==> src/rtl/pwdg_pkg.sv <==
package pwdg_pkg;

    localparam int REG_W  = 16;
    localparam int ADDR_W = 8;
    localparam int CNT_W  = 2 * REG_W;

    localparam logic [ADDR_W-1:0] OFS_LOAD_LO = 8'h80;
    localparam logic [ADDR_W-1:0] OFS_LOAD_HI = 8'h84;
    localparam logic [ADDR_W-1:0] OFS_CTRL    = 8'h88;
    localparam logic [ADDR_W-1:0] OFS_CNT_LO  = 8'h90;
    localparam logic [ADDR_W-1:0] OFS_CNT_HI  = 8'h94;
    localparam logic [ADDR_W-1:0] OFS_LOCK    = 8'hA0;

    localparam int CTRL_RUN_BIT = 1;
    localparam int CTRL_RST_BIT = 3;

    typedef enum logic [2:0] {
        SEL_NONE,
        SEL_LOAD_LO,
        SEL_LOAD_HI,
        SEL_CTRL,
        SEL_CNT_LO,
        SEL_CNT_HI,
        SEL_LOCK
    } reg_sel_e;

    typedef struct packed {
        logic run;
        logic rst_en;
    } ctrl_t;

    function automatic reg_sel_e decode_ofs(input logic [ADDR_W-1:0] a);
        reg_sel_e s;
        case (a)
            OFS_LOAD_LO: s = SEL_LOAD_LO;
            OFS_LOAD_HI: s = SEL_LOAD_HI;
            OFS_CTRL:    s = SEL_CTRL;
            OFS_CNT_LO:  s = SEL_CNT_LO;
            OFS_CNT_HI:  s = SEL_CNT_HI;
            OFS_LOCK:    s = SEL_LOCK;
            default:     s = SEL_NONE;
        endcase
        return s;
    endfunction

    function automatic logic [REG_W-1:0] ctrl_pack(input ctrl_t c);
        logic [REG_W-1:0] v;
        v = '0;
        v[CTRL_RUN_BIT] = c.run;
        v[CTRL_RST_BIT] = c.rst_en;
        return v;
    endfunction

    function automatic ctrl_t ctrl_unpack(input logic [REG_W-1:0] v);
        ctrl_t c;
        c.run    = v[CTRL_RUN_BIT];
        c.rst_en = v[CTRL_RST_BIT];
        return c;
    endfunction

endpackage

==> src/rtl/pwdg_regs.sv <==
module pwdg_regs
    import pwdg_pkg::*;
#(
    parameter logic [REG_W-1:0] KEY = 16'hE551
) (
    input  logic              clk,
    input  logic              rst,
    input  logic              bus_en,
    input  logic              wr_en,
    input  logic [ADDR_W-1:0] addr,
    input  logic [REG_W-1:0]  wdata,
    input  logic [CNT_W-1:0]  count,
    output logic [REG_W-1:0]  rdata,
    output logic [CNT_W-1:0]  load,
    output ctrl_t             ctrl,
    output logic              locked
);

    logic [REG_W-1:0] load_lo;
    logic [REG_W-1:0] load_hi;
    reg_sel_e         sel;
    logic             wr_ok;

    assign sel   = decode_ofs(addr);
    assign wr_ok = wr_en && bus_en;
    assign load  = {load_hi, load_lo};

    always_ff @(posedge clk) begin
        if (rst) begin
            locked  <= 1'b1;
            load_lo <= '0;
            load_hi <= '0;
            ctrl    <= '0;
        end else if (wr_ok) begin
            case (sel)
                SEL_LOCK:    locked <= (wdata != KEY);
                SEL_LOAD_LO: if (!locked) load_lo <= wdata;
                SEL_LOAD_HI: if (!locked) load_hi <= wdata;
                SEL_CTRL:    if (!locked) ctrl <= ctrl_unpack(wdata);
                default:     ;
            endcase
        end
    end

    always_comb begin
        case (sel)
            SEL_LOAD_LO: rdata = load_lo;
            SEL_LOAD_HI: rdata = load_hi;
            SEL_CTRL:    rdata = ctrl_pack(ctrl);
            SEL_CNT_LO:  rdata = count[REG_W-1:0];
            SEL_CNT_HI:  rdata = count[CNT_W-1:REG_W];
            SEL_LOCK:    rdata = {{(REG_W-1){1'b0}}, locked};
            default:     rdata = '0;
        endcase
    end

    AST_KEY_OPENS: assert property (@(posedge clk) disable iff (rst)
        (wr_en && bus_en && addr == OFS_LOCK && wdata == KEY) |=> !locked);

    AST_OTHER_CLOSES: assert property (@(posedge clk) disable iff (rst)
        (wr_en && bus_en && addr == OFS_LOCK && wdata != KEY) |=> locked);

    AST_LOCKED_CFG_HOLD: assert property (@(posedge clk) disable iff (rst)
        (locked && !(wr_en && bus_en && addr == OFS_LOCK)) |=> ($stable(load) && $stable(ctrl)));

    AST_GATED_BUS_HOLD: assert property (@(posedge clk) disable iff (rst)
        !bus_en |=> ($stable(locked) && $stable(load) && $stable(ctrl)));

endmodule

==> src/rtl/pwdg_counter.sv <==
module pwdg_counter
    import pwdg_pkg::*;
(
    input  logic             clk,
    input  logic             rst,
    input  logic             run,
    input  logic             gates_on,
    input  logic             tick,
    input  logic [CNT_W-1:0] load,
    output logic [CNT_W-1:0] count,
    output logic             expire
);

    logic run_prev;
    logic run_rise;
    logic step;
    logic at_end;

    assign run_rise = run && !run_prev;
    assign step     = run && gates_on && tick && !run_rise;
    assign at_end   = (count <= CNT_W'(1));
    assign expire   = step && at_end;

    always_ff @(posedge clk) begin
        if (rst) begin
            run_prev <= 1'b0;
            count    <= '0;
        end else begin
            run_prev <= run;
            if (run_rise) begin
                count <= load;
            end else if (step) begin
                if (at_end) count <= load;
                else        count <= count - CNT_W'(1);
            end
        end
    end

    AST_START_LOADS: assert property (@(posedge clk) disable iff (rst)
        run_rise |=> (count == $past(load)));

    AST_IDLE_HOLDS: assert property (@(posedge clk) disable iff (rst)
        (!run_rise && !(run && gates_on && tick)) |=> $stable(count));

    AST_EXPIRE_RELOADS: assert property (@(posedge clk) disable iff (rst)
        expire |=> (count == $past(load)));

    AST_NO_EXPIRE_GATED: assert property (@(posedge clk) disable iff (rst)
        !gates_on |-> !expire);

endmodule

==> src/rtl/pwdg_rst_pulse.sv <==
module pwdg_rst_pulse #(
    parameter int PULSE_CYC = 8
) (
    input  logic clk,
    input  logic rst,
    input  logic expire,
    input  logic rst_en,
    output logic pulse
);

    localparam int PW = $clog2(PULSE_CYC + 1);

    logic [PW-1:0] remain;

    always_ff @(posedge clk) begin
        if (rst) begin
            remain <= '0;
        end else if (expire && rst_en) begin
            remain <= PW'(PULSE_CYC);
        end else if (remain != '0) begin
            remain <= remain - PW'(1);
        end
    end

    assign pulse = (remain != '0);

    AST_PULSE_CAUSE: assert property (@(posedge clk) disable iff (rst)
        $rose(pulse) |-> $past(expire && rst_en));

    AST_NO_PULSE_UNARMED: assert property (@(posedge clk) disable iff (rst)
        (!pulse && !(expire && rst_en)) |=> !pulse);

endmodule

==> src/rtl/pmic_wdog.sv <==
module pmic_wdog
    import pwdg_pkg::*;
#(
    parameter int               PULSE_CYC = 8,
    parameter logic [REG_W-1:0] KEY       = 16'hE551
) (
    input  logic              clk,
    input  logic              rst,
    input  logic              bus_en,
    input  logic              cnt_en,
    input  logic              tick,
    input  logic              wr_en,
    input  logic [ADDR_W-1:0] addr,
    input  logic [REG_W-1:0]  wdata,
    output logic [REG_W-1:0]  rdata,
    output logic              sys_rst
);

    logic [CNT_W-1:0] load;
    logic [CNT_W-1:0] count;
    ctrl_t            ctrl;
    logic             locked;
    logic             expire;
    logic             gates_on;

    assign gates_on = bus_en && cnt_en;

    pwdg_regs #(.KEY(KEY)) u_regs (
        .clk    (clk),
        .rst    (rst),
        .bus_en (bus_en),
        .wr_en  (wr_en),
        .addr   (addr),
        .wdata  (wdata),
        .count  (count),
        .rdata  (rdata),
        .load   (load),
        .ctrl   (ctrl),
        .locked (locked)
    );

    pwdg_counter u_counter (
        .clk      (clk),
        .rst      (rst),
        .run      (ctrl.run),
        .gates_on (gates_on),
        .tick     (tick),
        .load     (load),
        .count    (count),
        .expire   (expire)
    );

    pwdg_rst_pulse #(.PULSE_CYC(PULSE_CYC)) u_pulse (
        .clk    (clk),
        .rst    (rst),
        .expire (expire),
        .rst_en (ctrl.rst_en),
        .pulse  (sys_rst)
    );

    AST_RST_LOW_AFTER_RESET: assert property (@(posedge clk)
        rst |=> !sys_rst);

endmodule

==> config.mk <==
export PLATFORM = sky130hd
export DESIGN_NAME = pmic_wdog
export DESIGN_NICKNAME = d
export VERILOG_FILES = /design/src/rtl/pwdg_pkg.sv /design/src/rtl/pwdg_regs.sv /design/src/rtl/pwdg_counter.sv /design/src/rtl/pwdg_rst_pulse.sv /design/src/rtl/pmic_wdog.sv
export SDC_FILE = /design/constraint.sdc
export NUM_CORES = 1
export LEC_CHECK = 0
export BUFFER_PORTS_ARGS = -buffer_cell sky130_fd_sc_hd__buf_2
export CORE_ASPECT_RATIO = 1.25
export CORE_UTILIZATION = 46
export DETAILED_ROUTE_END_ITERATION = 7
export GPL_TIMING_DRIVEN = 1
export PLACE_DENSITY_LB_ADDON = 0.15
export SYNTH_ARGS = -nofsm -noshare
export SYNTH_HDL_FRONTEND = slang
export SYNTH_SLANG_ARGS = --single-unit
==> constraint.sdc <==
create_clock -name clk -period 4.4 [get_ports clk]
set_input_delay 0.88 -clock clk [delete_from_list [all_inputs] [get_ports clk]]
set_output_delay 0.88 -clock clk [all_outputs]
set_load 0.01 [all_outputs]
Word-level counts from Yosys, hierarchy flattened --
Cells that the tools add are included. W data, S select, Z words.
Storage, ports and cells: output and inout bits 17, register bits 72, input port bits 30
Cells by class: magnitude comparators 1, reductions and logical operators 18, mux-type cells 7, $add $sub $neg 2, eq/ne operators 13, bitwise logic cells 1
Operator list (number):
- $mux W32 | 3
- $pmux W16 S6 | 1
- $eq A8 B8 Y1 const B | 6
- $le A32 B1 Y1 const B | 1
- $sub A32 B1 Y32 const B | 1
- $pmux W3 S6 | 1
- $ne A16 B16 Y1 const B | 1
- $eq A3 B3 Y1 const B | 3
- $reduce_and A3 Y1 | 3
- $logic_and A1 B1 Y1 | 8
- $mux W4 | 2
- $eq A3 B2 Y1 const B | 2
- $reduce_bool A2 Y1 | 2
- $reduce_bool A4 Y1 | 1
- $sub A4 B1 Y4 const B | 1
- $eq A3 B1 Y1 const B | 1
- $logic_not A1 Y1 | 2
- $reduce_and A2 Y1 | 1
- $reduce_or A2 Y1 | 1
- $not A1 Y1 | 1

Depth between registers and ports, before layout --
depth in word-level cells 7, depth in mapped cells 11, mapped depth without buffers 8

Modules after synthesis --
From an unflattened synthesis, not the netlist that was laid out.
Unflattened totals: cell total of the unflattened synthesis 522, area, all modules 4638.2 um2
Modules (own cells, without submodules):
- pwdg_counter | instances 1, cells each 274, area an instance 2248.4 um2
- pwdg_regs | instances 1, cells each 225, area an instance 2173.3 um2
- pwdg_rst_pulse | instances 1, cells each 22, area an instance 210.2 um2
- pmic_wdog | instances 1, cells each 1, area an instance 6.3 um2

Worst setup path after synthesis --
No wires, ideal clock.
path type in2out, from input addr[2], to output rdata[2], path slack 1.220 ns, stages on the path 4, data required time 3.520 ns, arrival time 2.300 ns, buffers on the path 2, path through buf_2 buf_1 mux4_2 and2_1
On the way: cells in the longest elaborated chain, start to end 4, elaborated cells between the ends (all ways) 14
RTL lines:
- from (decl) | line pmic_wdog.sv:13 | input logic [ADDR_W-1:0] addr,
- $eq A8 B8 Y1 | line pwdg_pkg.sv:34 | case (a)
- $pmux W3 S6 (*) | line pwdg_pkg.sv:34
- $eq A3 B3 Y1 (tied with other cells) | line pwdg_regs.sv:46 | case (sel)
- $pmux W16 S6 (*) | line pwdg_regs.sv:46
- to (decl) | line pmic_wdog.sv:15 | output logic [REG_W-1:0] rdata,
Mark *: on every way between the ends. The rest lies on a longest branch, timed or not.

Final worst setup path --
from input addr[2], to output rdata[3]
The elaborated chain is that of the path after synthesis.

==> out/qor.yml <==
floorplanning:
  die_area_mm2: 0.00954
  ios: 47
  die_h_um: 109
  core_mm2: 0.00880
  fp-row-count: 38
  die_w_um: 87.6
  start_util_pct: 47.9
sta:
  fmaxAchievable_mhz: 292
  slew_headroom_pct: 30.7
  finalCritPeriodShare_pct: 77.9
  finalMaxSlewViolations: 0
  tightestPinTransition_ps: 1040
  period_minus_slack_ps: 3430
  clock_skew_ps: 18.0
  hold_violations: 0
  rsz0062_at_grt: "no"
  timing.setup.tns_ps: 0
  setup_viol: 0
detailed_routing:
  post-route-drc-count: 0
  via_count: 4092
  drtIter0Drc: 541
  wire_per_inst_um: 20.5
  ant_nets: 0
  first_pass_iters: 5
  viasPerCell: 6.50
  wirelength_mm: 12.9
outcome:
  status: "complete, no violations"
worst_setup_path:
  cp_top_family: "simple AND/OR/NAND/NOR gates"
  cp_cell_sequence: "buf_2 > or3_1 > or3_1 > nor3b_1 > nand2_1 > o211ai_1 > buf_2"
  end_kind: "output port"
  cp_slowest_cell: "or3_1"
  path_max_fanout: 16
  critPathMaxStageDelay_ps: 390
  crit_path_start_kind: "input port"
  crit_arrival_ps: 2550
  required_ps: 3520
  critPathKind: "input port to output port"
  critPathBufInv: 2
clock_network:
  cts_tree: "done"
  cts_hold_buf: 0
  cts_resized: 0
  htree_levels: 3
  clockRootBuffer: "clkbuf_8"
  post_cts_buffers: 0
  clk_path_buf_depth: 2
  clkSinkCount: 72
  clk_pin_slew_worst_paths_ps: 100
  clkLatencyLatePin_ps: 370
  cts-buffers-inserted: 9
yosys:
  synth_edf_count: 0
  synth_area_leaders: "dfxtp_1, mux2i_1, mux4_2, nor2_1, nand2_1"
  syn_avg_cell_area_um2: 8.86
  syn_area_mm2: 0.00421
  async_reset_ff_share_pct: 0
  netlist_instances: 475
  ys.warnings.count: 0
  synth_seq_cells: 72
  synth_nets: 509
  yosysTopAreaCell: "dfxtp_1"
  synth.distinct_cells: 65
  synth-seq-area-share_pct: 34.2
  synth.most_common_cell: "dfxtp_1"
  ys_dominant_reg_cell: "dfxtp_1"
  synth_top_cell_area_share_pct: 34.2
  synth_common_cells: "dfxtp_1, nor2_1, mux2i_1, nand2_1"
global_routing:
  antenna_found_initial: 0
  gr-total-overflow: 0
  grt_max_degree: 57
  grt_pass1_vias: 3647
  grt_pass1_wl_mm: 19.9
  grtUsageTotal_pct: 28.0
cells_and_area:
  nNetsFinal: 539
  multi_input_comb_area_mm2: 0.00256
  final_layout_size_suffix_gt1_share_pct: 18.4
  seqCellArea_mm2: 0.00144
  nFillCells: 834
  diodes: 0
  area_growth_pct: 11.4
  utilization_pct: 53.3
power:
  p_leak_nw: 2.07
  p_per_area_mw_per_mm2: 379
  vdd_drop_max_v: 0.000223
placement:
  gp_congestion: 0.909
  port-buffer-count: 46
  dp_hpwl_mm: 8.94
run:
  drv_cap: 0
worst_hold_path:
  min_path_type: "register to register"
[worst paths after layout]
path	startpoint	endpoint	slack, ps	depth (start not counted)
worst max register to register	u_counter.count[0]$_SDFFE_PP0P_	u_counter.count[8]$_SDFFE_PP0P_	1280	8
worst max-delay path	addr[2]	rdata[3]	970	7
worst min register to register	u_regs.load_lo[6]$_SDFFE_PP0P_	u_counter.count[6]$_SDFFE_PP0P_	520	2
worst min-delay path	u_regs.load_lo[6]$_SDFFE_PP0P_	u_counter.count[6]$_SDFFE_PP0P_	520	2
[registers in the layout (all words and copies together), names as in the netlist]
register	count
u_regs.locked	1
u_regs.ctrl	2
u_pulse.remain	4
u_regs.load_hi	16
u_counter.run_prev	1
u_regs.load_lo	16
u_counter.count	32
[metrics by stage]
stage | hold WS (ps) | instance area [um2] | setup slack [ps] | total power, mW | instances
2_1_floorplan | 442 | 4210 | 1220 | 1.10 | 475
3_3_place_gp | 491 | 4460 | 1020 | 1.17 | 614
3_5_place_dp | 501 | 4460 | 972 | 1.18 | 614
4_1_cts | 512 | 4690 | 965 | 1.77 | 630
5_1_grt | 529 | 4690 | 840 | 1.86 | 630
6_report | 516 | 4690 | 974 | 1.78 | 630
[cell usage in the layout (no fill, tap or decap), types with 4 or more instances in the layout]
cell and n:
o22ai_1 8, a22oi_1 5, o311ai_0 7, buf_4 6
or3_1 10, buf_2 46, nor2_1 52, mux2_2 4
and2_1 16, nor2b_1 4, nand3_1 14, nor4_1 10
clkbuf_8 9, nand2_1 41, ha_1 4, o41ai_1 4
nand4_1 11, dfxtp_1 72, mux2i_1 41, inv_1 8
o21ai_0 15, mux4_2 13, nor3_1 16, a21oi_1 13
and3_1 6, a31oi_1 8, o211ai_1 4
[metal layers]
metal | vias to the layer above | part of all wire [%] | GRT usage (%)
met1 | 1949 | 43 | 38.8
met4 | 0 | 3.6 | 13.8
li1 | 1855 | - | -
met2 | 237 | 45 | 42.2
met3 | 51 | 8.0 | 4.39
met5 | - | 0 | 0
[where the power goes]
group | switching (mW) | total [mW] | internal [mW]
combinational | 0.313 | 0.483 | 0.170
sequential | 0.0194 | 0.691 | 0.671
clock | 0.279 | 0.605 | 0.326
[final cells by class]
class                      count  area share, %
multi-input combinational    362           54.7
inverter                       8          0.640
clock buffer                   9           2.64
clock inverter                 7           2.24
sequential                    72           30.7
tap                          120           3.20
timing repair buffer          52           5.87
[tightest hold or removal path, cell delays in order, from the launching register on]
cell and delay, ps:
dfxtp_1 360, nand2_1 80, a21oi_1 50
[cells by family (layout without fill, tap and decap cells)]
kind of cell,after synthesis,count (layout),share of synthesized area [%]
compound gates,92,92,15.6
xor+xnor,4,4,0.832
fa+ha+maj,4,4,1.19
buf+inv,41,76,4.82
flops,72,72,34.2
mux,58,58,17.8
simple gates,204,204,25.6
Power figures use the tool's default switching activity.
